**src/rtl/calib_shadow_pkg.sv**
```systemverilog
package calib_shadow_pkg;
  localparam int TAG_W = 4;
  localparam int NREG  = 5;

  // register slots, in output order
  localparam int SLOT_CFG    = 0;
  localparam int SLOT_OFS    = 1;
  localparam int SLOT_OFS_TC = 2;
  localparam int SLOT_FSO    = 3;
  localparam int SLOT_FSO_TC = 4;

  typedef enum logic [TAG_W-1:0] {
    TAG_CFG    = 4'b1000,
    TAG_OFS    = 4'b1001,
    TAG_OFS_TC = 4'b1010,
    TAG_FSO    = 4'b1011,
    TAG_FSO_TC = 4'b1100
  } tag_e;
endpackage

```
**src/rtl/refresh_seq.sv**
```systemverilog
module refresh_seq #(
  parameter int N_WORDS = 8,
  localparam int ADDR_W = $clog2(N_WORDS)
) (
  input  logic              clk,
  input  logic              rst_n,
  input  logic              tick_i,
  input  logic              run_en_i,
  output logic              busy_o,
  output logic [ADDR_W-1:0] addr_o,
  output logic              vld_o
);
  localparam logic [ADDR_W-1:0] LAST = ADDR_W'(N_WORDS - 1);

  logic              busy_q, busy_d;
  logic [ADDR_W-1:0] addr_q, addr_d;
  logic              vld_q, vld_d;

  always_comb begin
    busy_d = busy_q;
    addr_d = addr_q;
    vld_d  = busy_q & run_en_i;
    if (!run_en_i) begin
      busy_d = 1'b0;
    end else if (busy_q) begin
      if (addr_q == LAST) busy_d = 1'b0;
      else                addr_d = addr_q + 1'b1;
    end else if (tick_i) begin
      busy_d = 1'b1;
      addr_d = '0;
    end
  end

  always_ff @(posedge clk or negedge rst_n) begin
    if (!rst_n) begin
      busy_q <= 1'b0;
      addr_q <= '0;
      vld_q  <= 1'b0;
    end else begin
      busy_q <= busy_d;
      addr_q <= addr_d;
      vld_q  <= vld_d;
    end
  end

  assign busy_o = busy_q;
  assign addr_o = addr_q;
  assign vld_o  = vld_q;
endmodule

```
**src/rtl/tag_decode.sv**
```systemverilog
module tag_decode
  import calib_shadow_pkg::*;
(
  input  logic [TAG_W-1:0] tag_i,
  output logic [NREG-1:0]  sel_o
);
  always_comb begin
    sel_o = '0;
    case (tag_i)
      TAG_CFG:    sel_o[SLOT_CFG]    = 1'b1;
      TAG_OFS:    sel_o[SLOT_OFS]    = 1'b1;
      TAG_OFS_TC: sel_o[SLOT_OFS_TC] = 1'b1;
      TAG_FSO:    sel_o[SLOT_FSO]    = 1'b1;
      TAG_FSO_TC: sel_o[SLOT_FSO_TC] = 1'b1;
      default:    sel_o = '0;
    endcase
  end
endmodule

```
**src/rtl/shadow_bank.sv**
```systemverilog
module shadow_bank #(
  parameter int NREG  = 5,
  parameter int PAY_W = 12
) (
  input  logic                       clk,
  input  logic                       rst_n,
  input  logic [NREG-1:0]            we_i,
  input  logic [PAY_W-1:0]           data_i,
  output logic [NREG-1:0][PAY_W-1:0] regs_o
);
  for (genvar g = 0; g < NREG; g++) begin : g_slot
    logic [PAY_W-1:0] val_q;
    always_ff @(posedge clk or negedge rst_n) begin
      if (!rst_n)       val_q <= '0;
      else if (we_i[g]) val_q <= data_i;
    end
    assign regs_o[g] = val_q;
  end
endmodule

```
**src/rtl/calib_shadow_loader.sv**
```systemverilog
module calib_shadow_loader
  import calib_shadow_pkg::*;
#(
  parameter int PAY_W   = 12,
  parameter int N_WORDS = 8,
  localparam int WORD_W = TAG_W + PAY_W,
  localparam int ADDR_W = $clog2(N_WORDS)
) (
  input  logic              clk,
  input  logic              rst_n,
  input  logic              tick_i,
  input  logic              wr_en_i,
  input  logic              comm_active_i,
  output logic              mem_rd_o,
  output logic [ADDR_W-1:0] mem_addr_o,
  input  logic [WORD_W-1:0] mem_data_i,
  output logic              prog_permit_o,
  output logic              busy_o,
  output logic [PAY_W-1:0]  cfg_o,
  output logic [PAY_W-1:0]  ofs_o,
  output logic [PAY_W-1:0]  ofs_tc_o,
  output logic [PAY_W-1:0]  fso_o,
  output logic [PAY_W-1:0]  fso_tc_o
);
  // reset: asserted asynchronously, released on a clock edge
  logic [1:0] rst_sync_q;
  always_ff @(posedge clk or negedge rst_n) begin
    if (!rst_n) rst_sync_q <= 2'b00;
    else        rst_sync_q <= {rst_sync_q[0], 1'b1};
  end
  logic rst_int_n;
  assign rst_int_n = rst_sync_q[1];

  logic run_en;
  assign run_en = wr_en_i & ~comm_active_i;

  logic word_vld;
  refresh_seq #(.N_WORDS(N_WORDS)) u_seq (
    .clk      (clk),
    .rst_n    (rst_int_n),
    .tick_i   (tick_i),
    .run_en_i (run_en),
    .busy_o   (busy_o),
    .addr_o   (mem_addr_o),
    .vld_o    (word_vld)
  );

  logic [NREG-1:0] tag_sel, reg_we;
  tag_decode u_dec (
    .tag_i (mem_data_i[WORD_W-1 -: TAG_W]),
    .sel_o (tag_sel)
  );
  assign reg_we = (word_vld & run_en) ? tag_sel : '0;

  logic [NREG-1:0][PAY_W-1:0] shadow_q;
  shadow_bank #(.NREG(NREG), .PAY_W(PAY_W)) u_bank (
    .clk    (clk),
    .rst_n  (rst_int_n),
    .we_i   (reg_we),
    .data_i (mem_data_i[PAY_W-1:0]),
    .regs_o (shadow_q)
  );

  assign mem_rd_o      = busy_o;
  assign prog_permit_o = wr_en_i;
  assign cfg_o         = shadow_q[SLOT_CFG];
  assign ofs_o         = shadow_q[SLOT_OFS];
  assign ofs_tc_o      = shadow_q[SLOT_OFS_TC];
  assign fso_o         = shadow_q[SLOT_FSO];
  assign fso_tc_o      = shadow_q[SLOT_FSO_TC];
endmodule

```
**config.mk**
```make
export PLATFORM = sky130hd
export DESIGN_NAME = calib_shadow_loader
export DESIGN_NICKNAME = d
export VERILOG_FILES = /design/src/rtl/calib_shadow_pkg.sv /design/src/rtl/refresh_seq.sv /design/src/rtl/tag_decode.sv /design/src/rtl/shadow_bank.sv /design/src/rtl/calib_shadow_loader.sv
export SDC_FILE = /design/constraint.sdc
export NUM_CORES = 1
export LEC_CHECK = 0
export ABC_AREA = 1
export BUFFER_PORTS_ARGS = -buffer_cell sky130_fd_sc_hd__buf_2
export CAP_MARGIN = 10
export CELL_PAD_IN_SITES_DETAIL_PLACEMENT = 0
export CELL_PAD_IN_SITES_GLOBAL_PLACEMENT = 1
export CORE_ASPECT_RATIO = 0.75
export CORE_MARGIN = 1.5
export CORE_UTILIZATION = 42
export CTS_BUF_LIST = sky130_fd_sc_hd__clkbuf_8
export DETAILED_ROUTE_END_ITERATION = 12
export PLACE_DENSITY_LB_ADDON = 0.08
export SYNTH_ARGS = -nofsm -noshare
export SYNTH_HDL_FRONTEND = slang
export SYNTH_SLANG_ARGS = --single-unit
```
**constraint.sdc**
```tcl
create_clock -name clk -period 4.1 [get_ports clk]
set_clock_uncertainty 0.15 [all_clocks]
set_input_delay 0.205 -clock clk [delete_from_list [all_inputs] [get_ports clk]]
set_output_delay 0.205 -clock clk [all_outputs]
set_load 0.05 [all_outputs]
```
==> impl_results.md <==
- Outcome: finished, final reports clean
- Antenna cells: 0
- Syn_nets: 334
- Clk buf depth: 2
- Synth warn: 0
- CTS clk-pin slew, worst paths: 0.07 ns
- Post-CTS Setup Bufs: 0
- Cell accounting for the most synthesized area: dfrtp_1
- Initial antenna violation count: 0
- Crit-path max cell delay: about 0.66 ns
- I/O pins: 87
- Routed vias: roughly 2300
- H-tree levels: 3
- Synth Flop Type: dfrtp_1
- Worst path bufs/invs: 4
- FF+latch count, synth: 67
- TritonCTS Buffers: 9
- Number of synthesized flops with an enable pin: 0
- Seq/Total Area, Yosys: between 50% and 60%
- Fin area: 3470 um^2
- F_max: ~0.43 GHz
- CP delay by family, top: buffers and inverters
- IO Port Bufs: 86
- Post-Place Cell Area: roughly 3200 um^2
- Vias in the first global route: around 2200
- Synth cell types: 16
- Hold Path Stages: 3
- Fraction of registers with async set or reset after synthesis: 100%
- Worst setup SP type: primary input
- Normalized max-slew margin: 41.3%
- Minimum clock period: approximately 2.3 ns
- Routed WL: 7030 um
- Setup-failing EPs final: 0
- Syn avg cell area: 9.03 um^2
- HPWL after DPL: 4860 um
- Total congestion overflow: 0
- Core region area: 6380 um^2
- Worst EP required: 4.18 ns
- Placement Rows: 25
- Layout cells sized above 1: 29.1%
- Die height: 73.8 um
- Crit path kind: in2reg
- Crit end category: flop
- Total GRT Usage: a little over a fifth
- Global-route wire length before repair: between 10000 and 15000 um
- Post-DR wirelength/cell: 14.7 um
- Pwr/cell area: around 420 nW/um^2
- Routed Antenna Nets: 0
- Vias per cell: ~4.9
- Cell with the most instances after synthesis: nand2_1
- Die Footprint: 7190 um^2
- Largest cells by area after synthesis: dfrtp_1 60%, nand2_1 18%, nand3_1 11%, buf_4 2.1%, nor2_4 2.0%
- Fin. Hold Viols: 0
- Cells after Synth: between 300 and 400
- Slowest cell on the critical path: nor2_4
- Clock sink count: 67
- Slew @ Worst Pin: 0.880 ns
- DR iter-0 viols: 132
- Post-synth top cells: 135 x nand2_1, 67 x dfrtp_1, 61 x nand3_1
- Drt first pass iters: 4
- Crit path DAT: roughly 2.4 ns
- RSZ-0062 raised after global routing: false
- CP Cell Sequence: dlygate4sd3_1 > buf_2 > inv_1 > nand2_2 > nor2_4 > buf_4 > nand2_2 > nand2_1 > nand2_1
- Clock root cell: clkbuf_8
- Largest net degree at the start of global routing: 41
- Placer Congestion: between 0.7 and 0.8
- Die Width: 97.4 um
- Post-synth top area share: 59.7%
- CTS tree: done
- TNS Setup: 0 ns
- DRC violations left: 0
- Mapped cell area: ~2800 um^2
- Crit-path max FO: 40
- Worst skew pair latency: 0.33 ns
- Post-synthesis to final-layout area growth: 23.5%
- Peak supply drop: 0.173 mV
- Max-cap violations: 0
- WP depth: 9
- Initial core utilization: between 40 and 50%
- Leak: ~2.1 nW
- Final period util: 57.3%
- Nets@finish: 416
- R2R cell count: 6
- Final Slew Violations: 0
- HP Class: in2reg
-- stage by stage --
step	cells	utilization, %	hold WS (ns)	setup slack, ns	power [mW]
3_5_place_dp	461	50.6	-0.159	1.93	0.854
6_report	479	54.3	0.0213	1.75	1.44
5_1_grt	479	54.3	0.0138	1.51	1.50
3_3_place_gp	461	50.6	-0.160	1.97	0.852
4_1_cts	479	54.3	0.000466	1.76	1.46
2_1_floorplan	311	-	-0.241	1.95	0.802
-- kinds of logic after synthesis --
family	after synthesis	synth area share [%]
buf+inv	30	6.02
flops	67	59.7
other cells	1	0.134
fa+ha+maj	2	0.891
simple gates	211	33.2
-- sequential cells by signal, indices dropped and copies added, names as in the netlist --
signal and cells:
rst_sync_q 2, u_bank.g_slot.val_q 60, u_seq.addr_o 3, u_seq.busy_o 1
u_seq.vld_o 1
-- area by class of cell --
type	count	area (um^2)
clock buffer	10	138
inverter	11	41.3
sequential	67	1680
timing repair buffer	90	465
fill	630	2910
multi-input combinational	214	962
tap	81	101
clock inverter	6	81.3
-- power breakdown --
part | switching, mW | leakage (nW) | internal (mW) | total (mW)
combinational | 0.113 | 1.09 | 0.0312 | 0.144
clock | 0.247 | 0.119 | 0.355 | 0.602
sequential | 0.0181 | 0.924 | 0.678 | 0.696
total | 0.378 | 2.13 | 1.06 | 1.44
-- worst paths after layout --
check / start / end / slack (ns)
worst min-delay path: wr_en_i / u_seq.vld_o$_DFF_PN0_ / 0.02
max in group asynchronous: rst_sync_q[1]$_DFF_PN0_ / u_bank.g_slot[4].val_q[0]$_DFFE_PN0P_ / 2.66
worst max register to register: u_seq.vld_o$_DFF_PN0_ / u_bank.g_slot[1].val_q[3]$_DFFE_PN0P_ / 2.01
worst min register to register: rst_sync_q[0]$_DFF_PN0_ / rst_sync_q[1]$_DFF_PN0_ / 0.21
min in group asynchronous: rst_n / rst_sync_q[1]$_DFF_PN0_ / 0.03
worst max-delay path: comm_active_i / u_bank.g_slot[1].val_q[3]$_DFFE_PN0P_ / 1.75
-- placed cells by master (no fill, tap or decap), drive strengths merged --
cell         Yosys  layout
buf             19      88
inv             11      13
clkbuf           0      10
dfrtp           67      67
clkinv           0       2
conb             1       1
nand4            3       3
dlygate4sd3      0       2
nand2          140     140
ha               2       2
bufinv           0       2
nand3           61      61
nor2             7       7
-- metal layers --
metal	routed length (um)	GRT usage [%]	vias to the layer above
met5	0	0	-
met3	490	6.37	4
met1	3410	32.0	1120
met4	38	5.71	0
met2	3100	31.2	68
li1	-	-	1149
-- worst min-delay path: cells and delay by family --
kind                   cells  cell delay (ns)
and+or+nand+nor            2             0.15
buffers and inverters      1             0.11
-- timing repair --
action	in CTS	in global routing
hold buffers	2	0
setup endpoints to repair	0	0
gates resized for setup	0	0
endpoints found under the hold margin	3	0
Power figures use the tool's default switching activity.
